==> config.mk <==
export PLATFORM = sky130hd
export DESIGN_NAME = seg_ea_gen
export DESIGN_NICKNAME = d
export VERILOG_FILES = /design/src/rtl/seg_ea_pkg.sv /design/src/rtl/seg_ea_seg_select.sv /design/src/rtl/seg_ea_offset.sv /design/src/rtl/seg_ea_addr_check.sv /design/src/rtl/seg_ea_gen.sv
export SDC_FILE = /design/constraint.sdc
export NUM_CORES = 1
export LEC_CHECK = 0
export BUFFER_PORTS_ARGS = -buffer_cell sky130_fd_sc_hd__buf_2
export CELL_PAD_IN_SITES_DETAIL_PLACEMENT = 2
export CELL_PAD_IN_SITES_GLOBAL_PLACEMENT = 2
export CORE_AREA = 5 5 313 315
export DETAILED_ROUTE_END_ITERATION = 7
export DIE_AREA = 0 0 318 320
export PLACE_DENSITY = 0.7
export SLEW_MARGIN = 20
export SYNTH_ARGS = -nofsm -noshare
export SYNTH_HDL_FRONTEND = slang
export SYNTH_SLANG_ARGS = --single-unit
==> constraint.sdc <==
create_clock -name clk -period 8.3 [get_ports clk]
set_input_delay 1.245 -clock clk [delete_from_list [all_inputs] [get_ports clk]]
set_output_delay 1.245 -clock clk [all_outputs]
set_load 0.02 [all_outputs]
==> src/rtl/seg_ea_pkg.sv <==
package seg_ea_pkg;
    typedef enum logic [2:0] {
        SEG_ES = 3'd0,
        SEG_CS = 3'd1,
        SEG_SS = 3'd2,
        SEG_DS = 3'd3,
        SEG_FS = 3'd4,
        SEG_GS = 3'd5
    } seg_e;

    typedef enum logic [1:0] {
        MODE_LEG  = 2'd0,
        MODE_CMP  = 2'd1,
        MODE_LONG = 2'd2,
        MODE_RSV  = 2'd3
    } mode_e;

    localparam int NUM_SEG = 6;
endpackage

==> src/rtl/seg_ea_seg_select.sv <==
module seg_ea_seg_select
    import seg_ea_pkg::*;
(
    input  logic       ovr_en,
    input  logic [2:0] ovr_code,
    input  logic       str_dst,
    input  logic       stack_op,
    output seg_e       seg
);
    seg_e ovr_seg;

    // Override codes outside the six defined segments fall back to DS
    always_comb begin
        unique case (ovr_code)
            3'd0:    ovr_seg = SEG_ES;
            3'd1:    ovr_seg = SEG_CS;
            3'd2:    ovr_seg = SEG_SS;
            3'd3:    ovr_seg = SEG_DS;
            3'd4:    ovr_seg = SEG_FS;
            3'd5:    ovr_seg = SEG_GS;
            default: ovr_seg = SEG_DS;
        endcase
    end

    // Priority order of R1: string destination, override, stack, default
    always_comb begin
        if (str_dst)       seg = SEG_ES;
        else if (ovr_en)   seg = ovr_seg;
        else if (stack_op) seg = SEG_SS;
        else               seg = SEG_DS;
    end
endmodule

==> src/rtl/seg_ea_offset.sv <==
module seg_ea_offset #(
    parameter int AW = 64,
    parameter int DW = 32
) (
    input  logic [AW-1:0] base_val,
    input  logic [AW-1:0] index_val,
    input  logic [1:0]    scale_sel,
    input  logic [DW-1:0] disp,
    output logic [AW-1:0] offset
);
    localparam int EXT = AW - DW;

    logic [AW-1:0] scaled;
    logic [AW-1:0] disp_ext;

    always_comb begin
        unique case (scale_sel)
            2'd0: scaled = index_val;
            2'd1: scaled = {index_val[AW-2:0], 1'b0};
            2'd2: scaled = {index_val[AW-3:0], 2'b00};
            2'd3: scaled = {index_val[AW-4:0], 3'b000};
        endcase
    end

    generate
        if (EXT > 0) begin : g_sext
            assign disp_ext = {{EXT{disp[DW-1]}}, disp};
        end else begin : g_nosext
            assign disp_ext = disp[AW-1:0];
        end
    endgenerate

    // modulo-2^AW three-operand sum
    assign offset = base_val + scaled + disp_ext;
endmodule

==> src/rtl/seg_ea_addr_check.sv <==
module seg_ea_addr_check
    import seg_ea_pkg::*;
#(
    parameter int AW      = 64,
    parameter int LW      = 32,
    parameter int VA_BITS = 48
) (
    input  mode_e         mode,
    input  seg_e          seg,
    input  logic [AW-1:0] seg_base,
    input  logic [LW-1:0] seg_limit,
    input  logic [AW-1:0] offset,
    output logic [AW-1:0] lin_addr,
    output logic          fault
);
    localparam int TOPW = AW - VA_BITS + 1;

    logic [AW-1:0] long_base;
    logic [AW-1:0] long_sum;
    logic [LW-1:0] leg_off;
    logic [LW-1:0] leg_sum;
    logic          canon_ok;

    // only FS and GS keep a base in 64-bit mode
    assign long_base = (seg == SEG_FS || seg == SEG_GS) ? seg_base : '0;
    assign long_sum  = long_base + offset;
    assign leg_off   = offset[LW-1:0];
    assign leg_sum   = seg_base[LW-1:0] + leg_off;

    generate
        if (TOPW > 1) begin : g_canon
            logic [TOPW-1:0] top;
            assign top      = long_sum[AW-1:VA_BITS-1];
            assign canon_ok = (&top) | ~(|top);
        end else begin : g_flat
            assign canon_ok = 1'b1;
        end
    endgenerate

    always_comb begin
        unique case (mode)
            MODE_LONG: begin
                lin_addr = long_sum;
                fault    = ~canon_ok;
            end
            default: begin
                lin_addr = {{(AW-LW){1'b0}}, leg_sum};
                fault    = leg_off > seg_limit;
            end
        endcase
    end
endmodule

==> src/rtl/seg_ea_gen.sv <==
module seg_ea_gen
    import seg_ea_pkg::*;
#(
    parameter int AW      = 64,
    parameter int LW      = 32,
    parameter int DW      = 32,
    parameter int VA_BITS = 48
) (
    input  logic                 clk,
    input  logic                 rst_n,
    input  logic                 in_valid,
    input  logic [1:0]           mode,
    input  logic                 seg_ovr_en,
    input  logic [2:0]           seg_ovr,
    input  logic                 str_dst,
    input  logic                 stack_op,
    input  logic [AW-1:0]        base_val,
    input  logic [AW-1:0]        index_val,
    input  logic [1:0]           scale_sel,
    input  logic [DW-1:0]        disp,
    input  logic [6*AW-1:0]      seg_base_all,
    input  logic [6*LW-1:0]      seg_limit_all,
    output logic                 out_valid,
    output logic [2:0]           out_seg,
    output logic [AW-1:0]        lin_addr,
    output logic                 fault
);
    logic [AW-1:0] bases  [NUM_SEG];
    logic [LW-1:0] limits [NUM_SEG];

    genvar k;
    generate
        for (k = 0; k < NUM_SEG; k++) begin : g_unpack
            assign bases[k]  = seg_base_all[k*AW +: AW];
            assign limits[k] = seg_limit_all[k*LW +: LW];
        end
    endgenerate

    seg_e          sel_seg;
    mode_e         cur_mode;
    logic [AW-1:0] offset;
    logic [AW-1:0] sel_base;
    logic [LW-1:0] sel_limit;
    logic [AW-1:0] nxt_addr;
    logic          nxt_fault;

    assign cur_mode = mode_e'(mode);

    seg_ea_seg_select u_sel (
        .ovr_en   (seg_ovr_en),
        .ovr_code (seg_ovr),
        .str_dst  (str_dst),
        .stack_op (stack_op),
        .seg      (sel_seg)
    );

    seg_ea_offset #(.AW(AW), .DW(DW)) u_off (
        .base_val  (base_val),
        .index_val (index_val),
        .scale_sel (scale_sel),
        .disp      (disp),
        .offset    (offset)
    );

    always_comb begin
        unique case (sel_seg)
            SEG_ES:  begin sel_base = bases[0]; sel_limit = limits[0]; end
            SEG_CS:  begin sel_base = bases[1]; sel_limit = limits[1]; end
            SEG_SS:  begin sel_base = bases[2]; sel_limit = limits[2]; end
            SEG_DS:  begin sel_base = bases[3]; sel_limit = limits[3]; end
            SEG_FS:  begin sel_base = bases[4]; sel_limit = limits[4]; end
            default: begin sel_base = bases[5]; sel_limit = limits[5]; end
        endcase
    end

    seg_ea_addr_check #(.AW(AW), .LW(LW), .VA_BITS(VA_BITS)) u_chk (
        .mode      (cur_mode),
        .seg       (sel_seg),
        .seg_base  (sel_base),
        .seg_limit (sel_limit),
        .offset    (offset),
        .lin_addr  (nxt_addr),
        .fault     (nxt_fault)
    );

    // Address and fault leave through the same register stage
    always_ff @(posedge clk) begin
        if (!rst_n) begin
            out_valid <= 1'b0;
            out_seg   <= 3'd0;
            lin_addr  <= '0;
            fault     <= 1'b0;
        end else begin
            out_valid <= in_valid;
            if (in_valid) begin
                out_seg  <= sel_seg;
                lin_addr <= nxt_addr;
                fault    <= nxt_fault;
            end
        end
    end
endmodule

After elaboration in Yosys (flattened, before gate mapping)
Index checks and enable logic that the tools add are counted.
Storage, ports and cells
  register bits after elaboration: 69
  output and inout bits: 69
Cells by class
  add/subtract/negate cells: 4
  $lt $le $gt $ge: 1
  eq/ne operators: 13
  multiplexer cells: 10
  bitwise logic cells: 3
  reduce and logical (&&, ||, !) cells: 6
Operators by type and width (count)
  case mux 64 bit (5 select lines): 1
  case mux 64 bit (4 select lines): 1
  adder 64 bit: 3
  case mux 32 bit (5 select lines): 1
  two-way mux 64 bit: 2
  adder 32 bit: 1
  > comparator 32 bit: 1
  AND reduction 17 bit: 1
  OR reduction 17 bit: 1
  case mux 3 bit (5 select lines): 1
  == test 3 bit, second input constant: 4
  == test 3 x 2 -> 1 bit, second input constant: 3
  == test 2 bit, second input constant: 3
  == test 3 x 1 -> 1 bit, second input constant: 2
  zero test 3 bit: 2
  two-way mux 3 bit: 2
  == test 2 x 1 -> 1 bit, second input constant: 1
  zero test 2 bit: 1
  two-way mux 1 bit: 2
  inverter 1 bit: 2
  logical OR 1 bit: 1
  bitwise OR 1 bit: 1

Depth between registers and ports, before layout
  depth in word-level cells: 13
  mapped depth: 35
  depth with buffers taken out: 31

Hierarchy
From an unflattened synthesis, not the netlist that was laid out.
Second synthesis, totals
  cell total of the unflattened synthesis: 2810
  area, all modules: 21730.8 um^2
Modules (own cells, without submodules)
  seg_ea_gen: times used 1, cells an instance 950, area an instance 7567.3 um^2, seq. area each 1381.3 um^2
  seg_ea_addr_check: times used 1, cells an instance 1149, area an instance 7469.7 um^2, seq. area each 0.0 um^2
  seg_ea_offset: times used 1, cells an instance 705, area an instance 6651.4 um^2, seq. area each 0.0 um^2
  seg_ea_seg_select: times used 1, cells an instance 6, area an instance 42.5 um^2, seq. area each 0.0 um^2

Least setup slack after synthesis
No wires, ideal clock.
  path kind: in2reg
  from: in scale_sel[0]
  to: reg fault
  library setup time: 0.129 ns
  arrival time: 8.710 ns
  slack: -0.539 ns
  cell stages on the path: 34
  path buffers: 4
  path through: clkbuf_1 -> buf_1 -> buf_1 -> nor2b_1 -> a211oi_1 -> a21oi_1 -> fa_1 -> ha_1 -> inv_1 -> o21ai_0 -> a221oi_1 -> o32a_1 -> o21a_1 -> o21ai_0 -> a21oi_1 -> o21ai_0 -> nand2_1 -> o21a_1 -> o211ai_1 -> a22o_1 -> ha_1 -> buf_2 -> a21oi_1 -> o21a_2 -> a21oi_1 -> a221oi_1 -> a21boi_2 -> o21ai_0 -> or3b_2 -> a21oi_2 -> xnor2_1 -> or4_1 -> o311ai_0 -> nand2_1
Between the ends
  cells in the longest elaborated chain, start to end: 10
  elaborated cells on any way between the ends: 15
RTL lines
  start, declared: RTL line seg_ea_gen.sv:19  | input logic [1:0] scale_sel,
  == test 2 bit, or another cell as far along: RTL line seg_ea_offset.sv:17  | unique case (scale_sel)
  case mux 64 bit (4 select lines) (*): RTL line seg_ea_offset.sv:17
  adder 64 bit (*) (2 in a row): RTL line seg_ea_offset.sv:34  | assign offset = base_val + scaled + disp_ext;
  adder 64 bit: RTL line seg_ea_addr_check.sv:26  | assign long_sum = long_base + offset;
  OR reduction 17 bit: RTL line seg_ea_addr_check.sv:34  | assign canon_ok = (&top) | ~(|top);
  inverter 1 bit: RTL line seg_ea_addr_check.sv:34
  bitwise OR 1 bit: RTL line seg_ea_addr_check.sv:34
  inverter 1 bit: RTL line seg_ea_addr_check.sv:44  | fault = ~canon_ok;
  two-way mux 1 bit (*): RTL line seg_ea_addr_check.sv:41  | unique case (mode)
  end signal, assigned: RTL line seg_ea_gen.sv:98  | fault <= nxt_fault;
  end, declared: RTL line seg_ea_gen.sv:26  | output logic fault
Every way passes the cells marked *; elsewhere a longest branch is shown, timed or not.
A chain may end at the register's enable or synchronous reset.

Worst setup path in the final report
Ends and elaborated chain as after synthesis.

==> impl_metrics.yaml <==
power:
  leakage_nw: 12.6
  power_density_nw_per_um2: 245
  ir_drop_mv: 0.0807
hold_path:
  min_path_cells: 2
  worst_hold_path.endpoint: "lin_addr[34]$_SDFFE_PN0P_"
  worstHoldStart: "lin_addr[34]$_SDFFE_PN0P_"
  min_path_type: "reg2reg"
clock_network:
  htreeDepth: 3
  clk_latency_ns: 0.34
  cts_made_buffers: 9
  cts_sinks: 69
  cts_tree: "built"
  clk_pin_slew_ns: 0.06
  cts-root-buf: "clkbuf_16"
  ctsHoldBuffers: 0
  clk_path_buf_depth: 2
cells_and_area:
  drive_gt1_frac: 0.352
  final_util: 0.277
  nNetsFinal: 4458
  stdcell_count: 4752
  syn_to_final_growth_pct: 44.9
run_status:
  outcome: "finished, final reports clean"
grt:
  gr-usage-all-layers: 0.232
  antenna_found_initial: 57
  grt_pass1_vias: 25800
  grt_pass1_wl_um: 176000
  grt_max_degree: 46
  overflow: 0
floorplan:
  start_util: 0.191
  die_y_um: 320
  rows: 113
  core_area_um2: 94600
  die_area_um2: 102000
  io_pins: 818
  fp.dieW_um: 318
detailed_routing:
  wl_per_cell_um: 26.5
  firstDrtPassIters: 5
  drtIter0Drc: 1140
  drtAntennaViolNets: 0
  vias: 24000
  vias_per_cell: 5.06
  drc: 0
  routed_wl_um: 126000
critical_path:
  r2r_end: "fault$_SDFFE_PN0P_"
  timing.rr.start: "fault$_SDFFE_PN0P_"
  cp_slowest_cell: "a2111oi_1"
  crit_fanout: 13
  end_kind: "flop"
  crit_top_cell: "buf_4"
  path_class: "in2reg"
  cp.required_ns: 8.52
  worstPathArrival_ns: 8.23
  max_stage_delay_ns: 0.66
  worst-r2r-cell-count: 7
  startpoint_type: "input port"
  rrSetupSlack_ns: 6.11
sta:
  setup_violations: 0
  fmax_mhz: 125
  finalClockSkew_ns: 0
  tightest_slew_ns: 1.05
  finalHoldViolations: 0
  maxSlewHeadroom: 0.297
  drv_slew: 0
  fin_setup_tns_ns: 0
  fin_crit_ns: 8.02
  min_period_over_period: 0.966
placement:
  place_congestion: 0.942
  place_inst: 4706
  io_buffers: 689
  dp_hpwl_um: 112000
logic_synthesis:
  ys_async_sr_fraction: 0
  syn_nets: 3516
  avgSynthCellArea_um2: 7.20
  synth_area_um2: 18100
  synth_most_common_cell: "nand2_1"
  synth_top_cell_area_share: 0.130
  synth_area_leader_cell: "ha_1"
  synth_commonest_cells: "nand2_1 (387), a21oi_1 (324), nor2_1 (194)"
  yosysWarnings: 0
  ys.flop_type: "dfxtp_1"
  synth_seq_cells: 69
  ys_types: 84
  synth_edf_count: 0
  synth_seq_area_share: 0.0763
  synth_area_leaders: "ha_1 (13%), a21oi_1 (9.0%), nand2_1 (8.0%)"
  synth_cells: 2513
job:
  cap_violations: 0
==> cells by family after synthesis <==
group	synth area share
multiplexers	0.0852
XOR/XNOR	0.0673
adder cells (fa/ha/maj)	0.203
AO/OA/AOI/OAI	0.311
AND/OR/NAND/NOR	0.210
buffers and inverters	0.0474
flip-flops	0.0763
==> worst max path at each step <==
| stage | from | endpoint | slack, ns | depth (start not counted) |
|---|---|---|---|---|
| after CTS | scale_sel[0] | fault$_SDFFE_PN0P_ | 0.01 | 32 |
| final | scale_sel[0] | fault$_SDFFE_PN0P_ | 0.28 | 28 |
| after global routing | scale_sel[0] | fault$_SDFFE_PN0P_ | -0.03 | 32 |
| after detailed placement | scale_sel[0] | fault$_SDFFE_PN0P_ | -0.61 | 33 |
| after global placement | scale_sel[0] | fault$_SDFFE_PN0P_ | -0.49 | 24 |
| after floorplan | scale_sel[0] | fault$_SDFFE_PN0P_ | 0.004 | 29 |
==> layout by cell type, fill, tap and decap left out, types with 21 or more instances in the layout <==
cell	synthesis	layout
o21ai_0	145	134
and2_1	42	42
mux2i_1	28	26
buf_2	2	688
a31oi_1	50	49
o22ai_1	24	24
a21o_1	86	85
inv_1	87	87
nand4_1	26	26
ha_1	188	186
mux4_2	55	55
a211oi_1	41	37
diode_2	0	28
nand3_1	44	44
nor2_1	194	188
fa_1	66	66
a21oi_1	324	313
buf_4	0	374
o21a_1	25	25
xnor2_1	87	84
dfxtp_1	69	69
nor2b_1	22	21
xor2_1	52	49
nor3_1	32	32
a22oi_1	52	52
nand2_1	387	386
==> report_power, final <==
group	switching, mW	internal, mW	total (mW)
logic	3.16	2.42	5.58
registers	0.0368	0.393	0.429
clock network	0.152	0.269	0.421
total	3.35	3.08	6.43
==> worst max-delay path, delay by kind of cell <==
family          cells  cell delay, ns
xor+xnor            1            0.16
simple gates        5            0.91
compound gates     12            3.34
mux                 1            0.51
fa+ha+maj           3            1.02
buf+inv             6            0.99
==> per-layer routing <==
metal	wire length (um)	track usage
met5	172	0
met4	4690	0.0731
met3	6910	0.0408
met2	58200	0.390
met1	55900	0.303
==> what timing repair did <==
action                     in CTS  in global routing
gates resized for setup        14                 49
setup endpoints to repair       4                  7
pin swaps                       2                 11
cloned                          0                  1
buffers inserted                1                  1
==> stage by stage <==
stage               power, mW  worst slack [ns]  area, um^2  hold slack, ns
global placement         5.73            -0.490       25600           0.450
CTS                      6.37            0.0130       25900           0.466
floorplan                3.37           0.00394       18100           0.541
global route             6.96           -0.0308       26200           0.506
detailed placement       5.90            -0.608       25600           0.459
finish                   6.43             0.284       26200           0.464
==> flip-flops by register name (all words and copies together) (netlist names) <==
name       count
out_valid      1
out_seg        3
lin_addr      64
fault          1
==> final cells by class <==
cell class | count | area [um^2]
Antenna cell | 28 | 70.1
Sequential cell | 69 | 1380
Inverter | 89 | 334
Clock inverter | 4 | 72.6
Timing Repair Buffer | 1070 | 6400
Tap cell | 1265 | 1580
Multi-Input combinational cell | 2216 | 16100
Clock buffer | 11 | 243
Fill cell | 11400 | 68400
Note: power is estimated with default switching activity, not from simulation.
